## src/rtl/csc_pkg.sv

```systemverilog
package csc_pkg;

    typedef enum logic [1:0] {
        STD_PAL   = 2'd0,
        STD_NTSC  = 2'd1,
        STD_SECAM = 2'd2
    } std_e;

    localparam int NUM_CAND = 5;
    localparam int CAND_W   = 3;

    localparam int CFG_SECOND_BIT = 0;
    localparam int CFG_REF44_BIT  = 1;

    localparam logic [2:0] CODE_ILLEGAL = 3'b100;
    localparam logic [2:0] CODE_OFF     = 3'b110;

    // Candidate order: 0 PAL/ref, 1 PAL/second, 2 NTSC/ref, 3 NTSC/second, 4 SECAM/ref
    function automatic std_e cand_std(input logic [CAND_W-1:0] c);
        case (c)
            3'd0, 3'd1: cand_std = STD_PAL;
            3'd2, 3'd3: cand_std = STD_NTSC;
            default:    cand_std = STD_SECAM;
        endcase
    endfunction

    function automatic logic cand_ref(input logic [CAND_W-1:0] c);
        cand_ref = (c == 3'd0) || (c == 3'd2) || (c == 3'd4);
    endfunction

    function automatic logic [2:0] cand_code(input logic [CAND_W-1:0] c);
        case (c)
            3'd0:    cand_code = 3'b001;
            3'd1:    cand_code = 3'b000;
            3'd2:    cand_code = 3'b011;
            3'd3:    cand_code = 3'b010;
            3'd4:    cand_code = 3'b101;
            default: cand_code = CODE_OFF;
        endcase
    endfunction

endpackage

```

## src/rtl/csc_legal.sv

```systemverilog
module csc_legal
    import csc_pkg::*;
(
    input  logic [1:0]          xtal_cfg_i,
    input  logic                force_en_i,
    input  logic                force_secam_i,
    input  logic                force_ref_i,
    output logic [NUM_CAND-1:0] legal_o,
    output logic                force_bad_o
);

    assign force_bad_o = force_en_i && force_secam_i && !force_ref_i;

    for (genvar g = 0; g < NUM_CAND; g++) begin : g_cand
        localparam logic [CAND_W-1:0] IDX = CAND_W'(g);
        logic fit_ok;
        logic force_ok;

        always_comb begin
            fit_ok = cand_ref(IDX) ? 1'b1 : xtal_cfg_i[CFG_SECOND_BIT];
            if (cand_std(IDX) == STD_SECAM) begin
                fit_ok = fit_ok && xtal_cfg_i[CFG_REF44_BIT];
            end
            if (!force_en_i) begin
                force_ok = 1'b1;
            end else if (force_secam_i) begin
                force_ok = force_ref_i && (cand_std(IDX) == STD_SECAM);
            end else begin
                force_ok = (cand_std(IDX) != STD_SECAM) && (cand_ref(IDX) == force_ref_i);
            end
            legal_o[g] = fit_ok && force_ok;
        end
    end

endmodule

```

## src/rtl/csc_pick.sv

```systemverilog
module csc_pick #(
    parameter int NUM = 5,
    parameter int W   = 3
) (
    input  logic [NUM-1:0] legal_i,
    input  logic [W-1:0]   start_i,
    output logic [W-1:0]   idx_o,
    output logic           found_o
);

    always_comb begin
        idx_o   = start_i;
        found_o = 1'b0;
        for (int off = NUM - 1; off >= 0; off--) begin
            int pos;
            pos = int'(start_i) + off;
            if (pos >= NUM) pos = pos - NUM;
            if (legal_i[pos]) begin
                idx_o   = W'(pos);
                found_o = 1'b1;
            end
        end
    end

endmodule

```

## src/rtl/csc_fsm.sv

```systemverilog
module csc_fsm
    import csc_pkg::*;
#(
    parameter int HOLD_FIELDS = 4,
    parameter int CNT_W       = $clog2(HOLD_FIELDS + 1)
) (
    input  logic                clk,
    input  logic                rst_n,
    input  logic                step_i,
    input  logic                pal_id_i,
    input  logic                ntsc_id_i,
    input  logic                secam_id_i,
    input  logic [NUM_CAND-1:0] legal_i,
    input  logic [CAND_W-1:0]   next_idx_i,
    input  logic                next_found_i,
    input  logic [CAND_W-1:0]   first_idx_i,
    input  logic                first_found_i,
    output logic [CAND_W-1:0]   idx_o,
    output logic                locked_o
);

    localparam logic [CNT_W-1:0] CNT_LAST = CNT_W'(HOLD_FIELDS - 1);

    typedef struct packed {
        logic [CAND_W-1:0] idx;
        logic              locked;
        logic [CNT_W-1:0]  cnt;
    } state_t;

    state_t state_d, state_q;
    logic   cur_legal;
    logic   hit;

    always_comb begin
        cur_legal = legal_i[state_q.idx];
        case (cand_std(state_q.idx))
            STD_PAL:  hit = pal_id_i;
            STD_NTSC: hit = ntsc_id_i;
            default:  hit = secam_id_i && !pal_id_i;
        endcase
    end

    always_comb begin
        state_d = state_q;
        if (!cur_legal) begin
            state_d.locked = 1'b0;
            state_d.cnt    = '0;
            if (first_found_i) state_d.idx = first_idx_i;
        end else if (step_i) begin
            if (hit) begin
                state_d.locked = 1'b1;
                state_d.cnt    = '0;
            end else if (state_q.cnt == CNT_LAST) begin
                state_d.cnt = '0;
                if (state_q.locked) begin
                    state_d.locked = 1'b0;
                    state_d.idx    = first_idx_i;
                end else if (next_found_i) begin
                    state_d.idx = next_idx_i;
                end
            end else begin
                state_d.cnt = state_q.cnt + 1'b1;
            end
        end
    end

    always_ff @(posedge clk or negedge rst_n) begin
        if (!rst_n) state_q <= '0;
        else        state_q <= state_d;
    end

    assign idx_o    = state_q.idx;
    assign locked_o = state_q.locked;

    // without a strobe, an allowed candidate keeps its whole state
    p_no_step_hold_r2: assert property (@(posedge clk) disable iff (!rst_n)
        (!step_i && cur_legal) |=> $stable(state_q));

    // a latched candidate that keeps its flag stays latched
    p_hit_keeps_lock_r8: assert property (@(posedge clk) disable iff (!rst_n)
        (state_q.locked && step_i && hit && cur_legal) |=> state_q.locked);

endmodule

```

## src/rtl/colour_std_search.sv

```systemverilog
module colour_std_search
    import csc_pkg::*;
#(
    parameter int HOLD_FIELDS = 4
) (
    input  logic       clk,
    input  logic       rst_n,
    input  logic       field_step_i,
    input  logic       pal_id_i,
    input  logic       ntsc_id_i,
    input  logic       secam_id_i,
    input  logic [1:0] xtal_cfg_i,
    input  logic       force_en_i,
    input  logic       force_secam_i,
    input  logic       force_ref_i,
    output logic [1:0] std_sel_o,
    output logic       xtal_ref_o,
    output logic       colour_kill_o,
    output logic [2:0] readout_o
);

    logic [NUM_CAND-1:0] legal;
    logic                force_bad;
    logic [CAND_W-1:0]   cur_idx;
    logic [CAND_W-1:0]   after_idx;
    logic [CAND_W-1:0]   next_idx;
    logic [CAND_W-1:0]   first_idx;
    logic                next_found;
    logic                first_found;
    logic                locked;

    csc_legal u_legal (
        .xtal_cfg_i    (xtal_cfg_i),
        .force_en_i    (force_en_i),
        .force_secam_i (force_secam_i),
        .force_ref_i   (force_ref_i),
        .legal_o       (legal),
        .force_bad_o   (force_bad)
    );

    assign after_idx = (cur_idx == CAND_W'(NUM_CAND - 1)) ? '0 : cur_idx + 1'b1;

    csc_pick #(.NUM(NUM_CAND), .W(CAND_W)) u_pick_next (
        .legal_i (legal),
        .start_i (after_idx),
        .idx_o   (next_idx),
        .found_o (next_found)
    );

    csc_pick #(.NUM(NUM_CAND), .W(CAND_W)) u_pick_first (
        .legal_i (legal),
        .start_i ('0),
        .idx_o   (first_idx),
        .found_o (first_found)
    );

    csc_fsm #(.HOLD_FIELDS(HOLD_FIELDS)) u_fsm (
        .clk           (clk),
        .rst_n         (rst_n),
        .step_i        (field_step_i),
        .pal_id_i      (pal_id_i),
        .ntsc_id_i     (ntsc_id_i),
        .secam_id_i    (secam_id_i),
        .legal_i       (legal),
        .next_idx_i    (next_idx),
        .next_found_i  (next_found),
        .first_idx_i   (first_idx),
        .first_found_i (first_found),
        .idx_o         (cur_idx),
        .locked_o      (locked)
    );

    always_comb begin
        std_sel_o     = cand_std(cur_idx);
        xtal_ref_o    = cand_ref(cur_idx);
        colour_kill_o = !locked;
        if (force_bad)   readout_o = CODE_ILLEGAL;
        else if (!locked) readout_o = CODE_OFF;
        else             readout_o = cand_code(cur_idx);
    end

    // a latched second-crystal candidate implies a declared second crystal
    p_second_fit_r3: assert property (@(posedge clk) disable iff (!rst_n)
        (!colour_kill_o && !xtal_ref_o) |-> $past(xtal_cfg_i[0]));

    // a latched SECAM candidate implies the 4.4 MHz reference
    p_secam_fit_r4: assert property (@(posedge clk) disable iff (!rst_n)
        (!colour_kill_o && std_sel_o == 2'd2) |-> ($past(xtal_cfg_i[1]) && xtal_ref_o));

    // colour is only switched on by a strobe
    p_lock_on_strobe_r6: assert property (@(posedge clk) disable iff (!rst_n)
        $fell(colour_kill_o) |-> $past(field_step_i));

    // while colour is off the readout is in its upper half
    p_kill_code_r9: assert property (@(posedge clk) disable iff (!rst_n)
        colour_kill_o |-> readout_o[2]);

    // the illegal force code never coexists with colour on
    p_illegal_killed_r10: assert property (@(posedge clk) disable iff (!rst_n)
        (readout_o == 3'b100) |-> colour_kill_o);

endmodule

```

## config.mk

```make
export PLATFORM = sky130hd
export DESIGN_NAME = colour_std_search
export DESIGN_NICKNAME = d
export VERILOG_FILES = /design/src/rtl/csc_pkg.sv /design/src/rtl/csc_legal.sv /design/src/rtl/csc_pick.sv /design/src/rtl/csc_fsm.sv /design/src/rtl/colour_std_search.sv
export SDC_FILE = /design/constraint.sdc
export NUM_CORES = 1
export LEC_CHECK = 0
export ABC_AREA = 1
export CAP_MARGIN = 20
export CORE_MARGIN = 3
export CORE_UTILIZATION = 29
export CTS_CLUSTER_SIZE = 14
export DETAILED_ROUTE_END_ITERATION = 7
export GPL_TIMING_DRIVEN = 0
export PLACE_DENSITY_LB_ADDON = 0.25
export SLEW_MARGIN = 20
export SYNTH_ARGS = -nofsm -noshare
export SYNTH_HDL_FRONTEND = slang
export SYNTH_SLANG_ARGS = --single-unit
```

## constraint.sdc

```tcl
create_clock -name clk -period 7.24 [get_ports clk]
set_input_delay 0.724 -clock clk [delete_from_list [all_inputs] [get_ports clk]]
set_output_delay 0.724 -clock clk [all_outputs]
set_load 0.005 [all_outputs]
```

# [After elaboration in Yosys (flattened, before gate mapping)]
# Cells that the tools add are included.
# Widths: inputs -> output; s select.
[word_totals] reg_bits=7 wordCells=113 mem_count=0 mem_bits_rw=0 latchBits=0 mem_bits_ro=0
[classes] reduce_logical=17 mul=0 div_mod_pow=0 addsub=11 n_bitwise=1 n_mux=59 eq_ne=11 n_lt_le_gt_ge=11 shift=0
[op_table] op="$lt 32x5->1 const B" n=5
[op_table] op="$mux 32" n=5
[op_table] op="$ge 32x4->1 const B" n=4
[op_table] op="$sub 32x4->32 const B" n=4
[op_table] op="$mux 3" n=16
[op_table] op="$mux 1" n=25
[op_table] op="$bmux 1 s3" n=6
[op_table] op="$pmux 3 s5" n=1
[op_table] op="$mux 7" n=2
[op_table] op="$eq 3x2->1 const B" n=3
[op_table] op="$add 3x2->4 const B" n=2
[op_table] op="$mux 4" n=2
[op_table] op="$add 3x1->3 const B" n=2
[op_table] op="$ne 2x2->1 const B" n=3
[op_table] op="$logic_and 1x1->1" n=5
[op_table] op="$reduce_and 5->1" n=1
[op_table] op="$add 3x1->4 const B" n=1
[op_table] op="$add 3x3->4 const B" n=1
[op_table] op="$lt 3x4->1 const B" n=1
[op_table] op="$pmux 2 s2" n=1
[op_table] op="$reduce_or 2->1" n=2
[op_table] op="$sub 3x3->4 const B" n=1
[op_table] op="$eq 3x1->1 const B" n=1
[op_table] op="$eq 3x3->1 const B" n=1
[op_table] op="other kinds (12)" n=15

# [Depth between registers and ports, before layout]
# Gate-level depths: netlist of the first run.
[logic_depth] word_depth=19 depth_mapped=23 ltp_nobuf=23

# [Hierarchy]
# Synthesis of the first run repeated with hierarchy kept, for this count alone.
[hier_totals] cells_unflattened=501 hier_area_um2=2821.5
[modules_own_cells] module="csc_pick" area_each_um2=991.0 cells_per_inst=189 instances=2 seq_area_each_um2=0.0
[modules_own_cells] module="csc_fsm" area_each_um2=579.3 cells_per_inst=79 instances=1 seq_area_each_um2=175.2
[modules_own_cells] module="colour_std_search" area_each_um2=193.9 cells_per_inst=30 instances=1 seq_area_each_um2=0.0
[modules_own_cells] module="csc_legal" area_each_um2=66.3 cells_per_inst=14 instances=1 seq_area_each_um2=0.0

# [Worst setup path before layout of the first run]
# Ideal clock, no wire load.
[synth_timing] kind="register -> register" startpoint="reg u_fsm.state_q (netlist bit u_fsm.idx_o[0])" endpoint="reg u_fsm.state_q (netlist bit u_fsm.idx_o[1])" required_ns=7.124 setup_time_ns=0.116 stages_incl_launch_ff=19 path_slack_ns=4.588 n_path_buf=0 arrival_time_ns=2.536 cell_sequence="dfrtp_1 inv_1 ha_1 nand2_4 nand2_1 inv_1 ha_1 nand2_1 nand3_2 xor2_2 nand2_1 o211ai_1 nand2_1 nor3_1 nand3_2 nand3_1 nor2_1 nand2_1 nand2_1"
[synth_between] elab_chain_cells=19
[synth_rtl] element="start, declared" line_no="csc_fsm.sv:30" rtl="state_t state_d, state_q;"
[synth_rtl] element="start signal, assigned" line_no="csc_fsm.sv:69" rtl="else state_q <= state_d;"
[synth_rtl] element="$add 3x1->3 / $eq 3x3->1 (equally long branches)" line_no="colour_std_search.sv:41" rtl="assign after_idx = (cur_idx == CAND_W'(NUM_CAND - 1)) ? '0 : cur_idx + 1'b1;"
[synth_rtl] element="$mux 3" line_no="colour_std_search.sv:41"
[synth_rtl] element="$add 3x3->4" line_no="csc_pick.sv:16" rtl="pos = int'(start_i) + off;"
[synth_rtl] element="$sub 32x4->32 / $ge 32x4->1 (equally long branches)" line_no="csc_pick.sv:17" rtl="if (pos >= NUM) pos = pos - NUM;"
[synth_rtl] element="$mux 32" line_no="csc_pick.sv:17"
[synth_rtl] element="$bmux 1 s3" line_no="csc_pick.sv:18" rtl="if (legal_i[pos]) begin"
[synth_rtl] element="$mux 1 (not written as such) (2 in a row)" line_no="csc_pick.sv:18"
[synth_rtl] element="$mux 3 (5 in a row)" line_no="csc_pick.sv:18"
[synth_rtl] element="$mux 3" line_no="csc_fsm.sv:58" rtl="end else if (next_found_i) begin"
[synth_rtl] element="$mux 3" line_no="csc_fsm.sv:55" rtl="if (state_q.locked) begin"
[synth_rtl] element="$mux 4" line_no="csc_fsm.sv:53" rtl="end else if (state_q.cnt == CNT_LAST) begin"
[synth_rtl] element="$mux 3" line_no="csc_fsm.sv:50" rtl="if (hit) begin"
[synth_rtl] element="$mux 7" line_no="csc_fsm.sv:49" rtl="end else if (step_i) begin"
[synth_rtl] element="$mux 7" line_no="csc_fsm.sv:45" rtl="if (!cur_legal) begin"
# Parallel ways exist; a longest one is shown, timed or not. The select of a mux whose other input is x is not followed.
# A chain may end at the register's enable or synchronous reset.

# [Final worst setup path of the first run]
[layout_timing] startpoint="reg u_fsm.state_q (netlist bit u_fsm.idx_o[0])" endpoint="reg u_fsm.state_q (netlist bit u_fsm.idx_o[0])"
# The elaborated chain is that of the path after synthesis.

==> results of run 1 <==
flip-flops by register name (all words and copies together), names as in the netlist:
register and count:
u_fsm.locked_o 1, u_fsm.state_q 3, u_fsm.idx_o 3
worst max-delay path, stage by stage, from the launching register on:
cell	delay, ns
dfrtp_1	0.45
inv_1	0.21
ha_1	0.25
nand2_4	0.09
nand2_1	0.22
ha_1	0.19
inv_1	0.06
ha_1	0.29
inv_1	0.06
o21ai_0	0.34
nand3_1	0.17
nand2_2	0.16
nand2_1	0.06
o21ai_1	0.07
nand2_1	0.07
nand2_1	0.07
nand2_1	0.05
nand2_1	0.07
nand2_1	0.06
a21oi_1	0.11
final cells by class:
cell class,instances,area [um^2],area share (%)
plain buffers,2,15.0,0.871
flip-flops and latches,7,175,10.2
clock buffers,4,45.0,2.61
well taps,65,81.3,4.72
inverters,41,158,9.15
multi-input cells,185,1080,62.6
repair buffers,17,170,9.88
routing by layer:
layer  track usage (%)  up-vias  part of all wire [%]
met4              2.17        0                  0.39
met5                 0        -                     0
met1              15.9      655                    47
li1                  -      797                     -
met3              2.60        2                   5.2
met2              23.1       36                    47
layout by cell type, fill, tap and decap left out, types with 5 or more instances in the layout:
master and n:
inv_1 37, nor3_1 5, a21oi_1 15, nand3_1 21, dfrtp_1 7, clkdlybuf4s50_1 17, nand2_1 66, ha_1 14
o21ai_0 11, nor2_1 15, nand2_2 5
final timing paths:
| path | slack, ns | end | start |
|---|---|---|---|
| setup / recovery | 4.11 | u_fsm.idx_o[0] | u_fsm.idx_o[0] |
| hold / removal | 0.48 | u_fsm.state_q[0] | u_fsm.state_q[0] |
| setup reg to reg | 4.11 | u_fsm.idx_o[0] | u_fsm.idx_o[0] |
| hold reg to reg | 0.48 | u_fsm.state_q[0] | u_fsm.state_q[0] |
| max in group asynchronous | 6.23 | u_fsm.idx_o[2] | rst_n |
| min in group asynchronous | 0.77 | u_fsm.state_q[1] | rst_n |
logic make-up (layout without fill, tap and decap cells):
group | Yosys count | in the layout | synth area share (%)
AO/OA/AOI/OAI | 40 | 40 | 16.9
XOR/XNOR | 5 | 5 | 4.12
adder cells (fa/ha/maj) | 14 | 14 | 12.3
buffers and inverters | 43 | 64 | 12.1
flip-flops | 7 | 7 | 12.3
AND/OR/NAND/NOR | 126 | 126 | 42.3
through the flow:
stage | area (um^2) | util (%)
detailed placement | 1680 | 37.0
finish | 1720 | 38.0
floorplan | 1430 | -
global route | 1720 | 38.0
CTS | 1720 | 38.0
global placement | 1680 | 37.0
==> flow_summary.ini, run 1 <==
[synth]
synth_edf_count = 0
syn_avg_cell_area_um2 = 6.07
synth_top_area_share_pct = 17.4
async_flop_share_pct = 100
yosys.cell_count.top_type = nand2_1
yosysWarnings = 0
synth_ff_type = dfrtp_1
netlist_area_mm2 = 0.00143
syn_inst = 235
netlist.top_cell.by_area = nand2_1
yosys-top-cells-count = 66 x nand2_1, 37 x inv_1, 21 x nand3_1
seq_area_frac_synth_pct = 12.3
syn_nets = 260
synth.distinct_cells = 34
yosys_register_bits = 7
synthTopCellsByArea = nand2_1 17%, dfrtp_1 12%, ha_1 12%

[detailed_routing]
wl_per_cell_um = 11.3
drt_iter0_drc = 66
antenna_left = 0
totalWireLength_um = 3620
num_vias = 1490
drc = 0
vias_per_cell = 4.64
drt_pre_antenna_iters = 4

[clock_tree]
cts_root_buffer = clkbuf_8
cts_resized = 0
cts_max_path_buffers = 2
htreeDepth = 1
cts_setup_buffers = 0
cts_tree = yes
cts-buffers-inserted = 3
hold_buffers = 0
clk_pin_slew_ns = 0.04
clkLatencyLatePin_ns = 0.22
clock-sinks = 7

[timing]
fmax_ghz = 0.319
setup_viol = 0
max-slew-margin-rel_pct = 73.6
final.setup.tns_ns = 0
slew_viol_final = 0
finalClockSkew_ns = 0.00172
finalCritPeriodShare_pct = 43.3
final.min_clock_period_ns = 3.13
rsz0062_at_grt = no
fin_ws_ns = 4.11
worstMarginPinSlew_ns = 0.393
final_hold_viol_count = 0
hold_ws_ns = 0.484

[placed_design]
io_buffers = 17
routabilityCongestion = 0.834
place_ws_ns = 4.10
dp.cells = 317
hpwl_um = 2930

[layout]
final_nets = 282
fillers = 516
layout-drive-gt1-share_pct = 11.7
diodes = 0
fin_cells = 321
synthToLayoutAreaGrowth_pct = 20.8

[floorplan]
die_area_mm2 = 0.00580
core_mm2 = 0.00453
start_util_pct = 31.5
die_w_um = 76.1
die_h_um = 76.1
fp-row-count = 24
ioPinCount = 18

[grt]
grt_pass1_vias = 1409
track_usage_pct = 12.8
grt_pass1_wl_um = 6290
antenna_found_initial = 0
gr-total-overflow = 0
grt_max_degree = 11

[critical_path]
critical_path_class = reg2reg
start_kind = flop
crit_fanout = 7
worstPathArrival_ns = 3.28
reg2regPathDepth = 19
end_kind = flop
cp.required_ns = 7.39

[job]
cap_viol_max_count = 0

[run_status]
status = finished clean

[hold_path]
min_path_cells = 1
min_path_type = reg2reg
Power of run 1 is not shown: default switching activity piles up to over one toggle a cycle in this logic, so the estimate is an artifact.
==> inputs of run 2 (changes only) <==
Clock period 7.24 ns to 2.6 ns, I/O delays scaled along.
==> flow_summary.ini, run 2 (synthesis results as in run 1) <==
[placed_design]
hpwl_um = 2970
routabilityCongestion = 0.828
io_buffers = 17

[detailed_routing]
num_vias = 1595
wl_per_cell_um = 12.0
vias_per_cell = 4.68
totalWireLength_um = 4080
drc = 0
drt_iter0_drc = 87
antenna_left = 0
drt_pre_antenna_iters = 4

[floorplan]
die_h_um = 76.1
fp-row-count = 24
ioPinCount = 18
die_area_mm2 = 0.00580
die_w_um = 76.1
start_util_pct = 31.5
core_mm2 = 0.00453

[timing]
finalCritPeriodShare_pct = 99.6
fmax_ghz = 0.386
finalClockSkew_ns = 0.00115
worstMarginPinSlew_ns = 0.403
final_hold_viol_count = 0
slew_viol_final = 0
setup_viol = 0
hold_ws_ns = 0.300
final.min_clock_period_ns = 2.59
max-slew-margin-rel_pct = 72.9
rsz0062_at_grt = yes

[run_status]
status = finished clean

[clock_tree]
clk_pin_slew_ns = 0.04
htreeDepth = 1
cts_tree = yes
cts_root_buffer = clkbuf_8
cts-buffers-inserted = 3
clkLatencyLatePin_ns = 0.22
clock-sinks = 7
cts_max_path_buffers = 2

[hold_path]
min_path_type = in2async

[critical_path]
cp.required_ns = 2.71
start_kind = flop
critical_path_class = reg2reg
worstPathArrival_ns = 2.70
end_kind = flop
crit_fanout = 7

[grt]
antenna_found_initial = 0
grt_pass1_vias = 1463
grt_max_degree = 10
grt_pass1_wl_um = 6710
gr-total-overflow = 0
track_usage_pct = 13.6

[layout]
synthToLayoutAreaGrowth_pct = 46.1
final_common_cell = nand2_1
final_cell_mix = 57 x nand2_1, 30 x inv_1, 19 x buf_4
layout-drive-gt1-share_pct = 31.5
diodes = 0
fillers = 471
final_nets = 302

[job]
cap_viol_max_count = 0
run 2: cell count changes in the layout (fill, tap and decap cells not counted), sizes merged:
cell    previous run  this run
buf                1        21
clkinv             1         0
inv               40        41
run 2: metal layers:
metal  global-route usage (%)  vias up  part of all wire (%)
met3                     2.25        2                   3.3
met4                     1.99        0                  0.34
met2                     23.8       32                    50
met5                        0        -                     0
met1                     17.9      717                    47
li1                         -      844                     -
run 2: area by class of cell:
class	instances	area (um^2)	area share [%]
Sequential cell	7	178	8.52
Tap cell	65	81.3	3.90
Timing Repair Buffer	37	324	15.5
Buffer	2	15.0	0.720
Inverter	41	166	7.98
Multi-Input combinational cell	185	1270	61.2
Clock buffer	4	45.0	2.16
run 2: path summary, 6_finish.rpt:
check / slack (ns) / cells past startpoint / start / endpoint
worst min register to register: 0.49 / 1 / u_fsm.state_q[0] / u_fsm.state_q[0]
worst max-delay path: 0.01 / 21 / u_fsm.idx_o[1] / u_fsm.idx_o[1]
worst min-delay path: 0.30 / 1 / rst_n / u_fsm.state_q[1]
max in group asynchronous: 2.04 / 1 / rst_n / u_fsm.idx_o[1]
worst max register to register: 0.01 / 21 / u_fsm.idx_o[1] / u_fsm.idx_o[1]
min in group clk: 0.49 / 1 / u_fsm.state_q[0] / u_fsm.state_q[0]
run 2: per-stage QoR:
stage                     instance area, um^2  instances  setup WS (ns)  TNS [ns]  utilization [%]
final                                    2080        341         0.0110         0             46.0
after global routing                     2080        341         -0.169    -0.460             46.0
after CTS                                1870        330        0.00626         0             41.2
after detailed placement                 1680        317         -0.482     -1.39             37.0
after global placement                   1680        317         -0.383     -1.12             37.0
after floorplan                          1430        235        0.00703         0                -
run 2: critical path: stages, from the launching register on:
cell and delay (ns):
dfrtp_2 0.44, inv_2 0.10, ha_4 0.17, nand2_8 0.09, nand2_8 0.11, inv_4 0.07
ha_1 0.20, inv_2 0.09, nand3_4 0.11, nand2_1 0.09, o21ai_1 0.08, nor2_1 0.12
nand3_1 0.13, nand2_2 0.14, buf_4 0.12, a21oi_1 0.03, nand2_1 0.07, o21ai_0 0.09
nand2_1 0.07, nand2_1 0.05, nand2_1 0.06, nand2_1 0.05
run 2: repair_timing:
item	CTS	global route
resized for setup	22	34
hold buffers	0	0
pin swaps	10	20
endpoints found under the hold margin	0	0
endpoints found under the setup margin	3	3
buffers inserted	9	11
Power of run 2 is left out for the same reason.
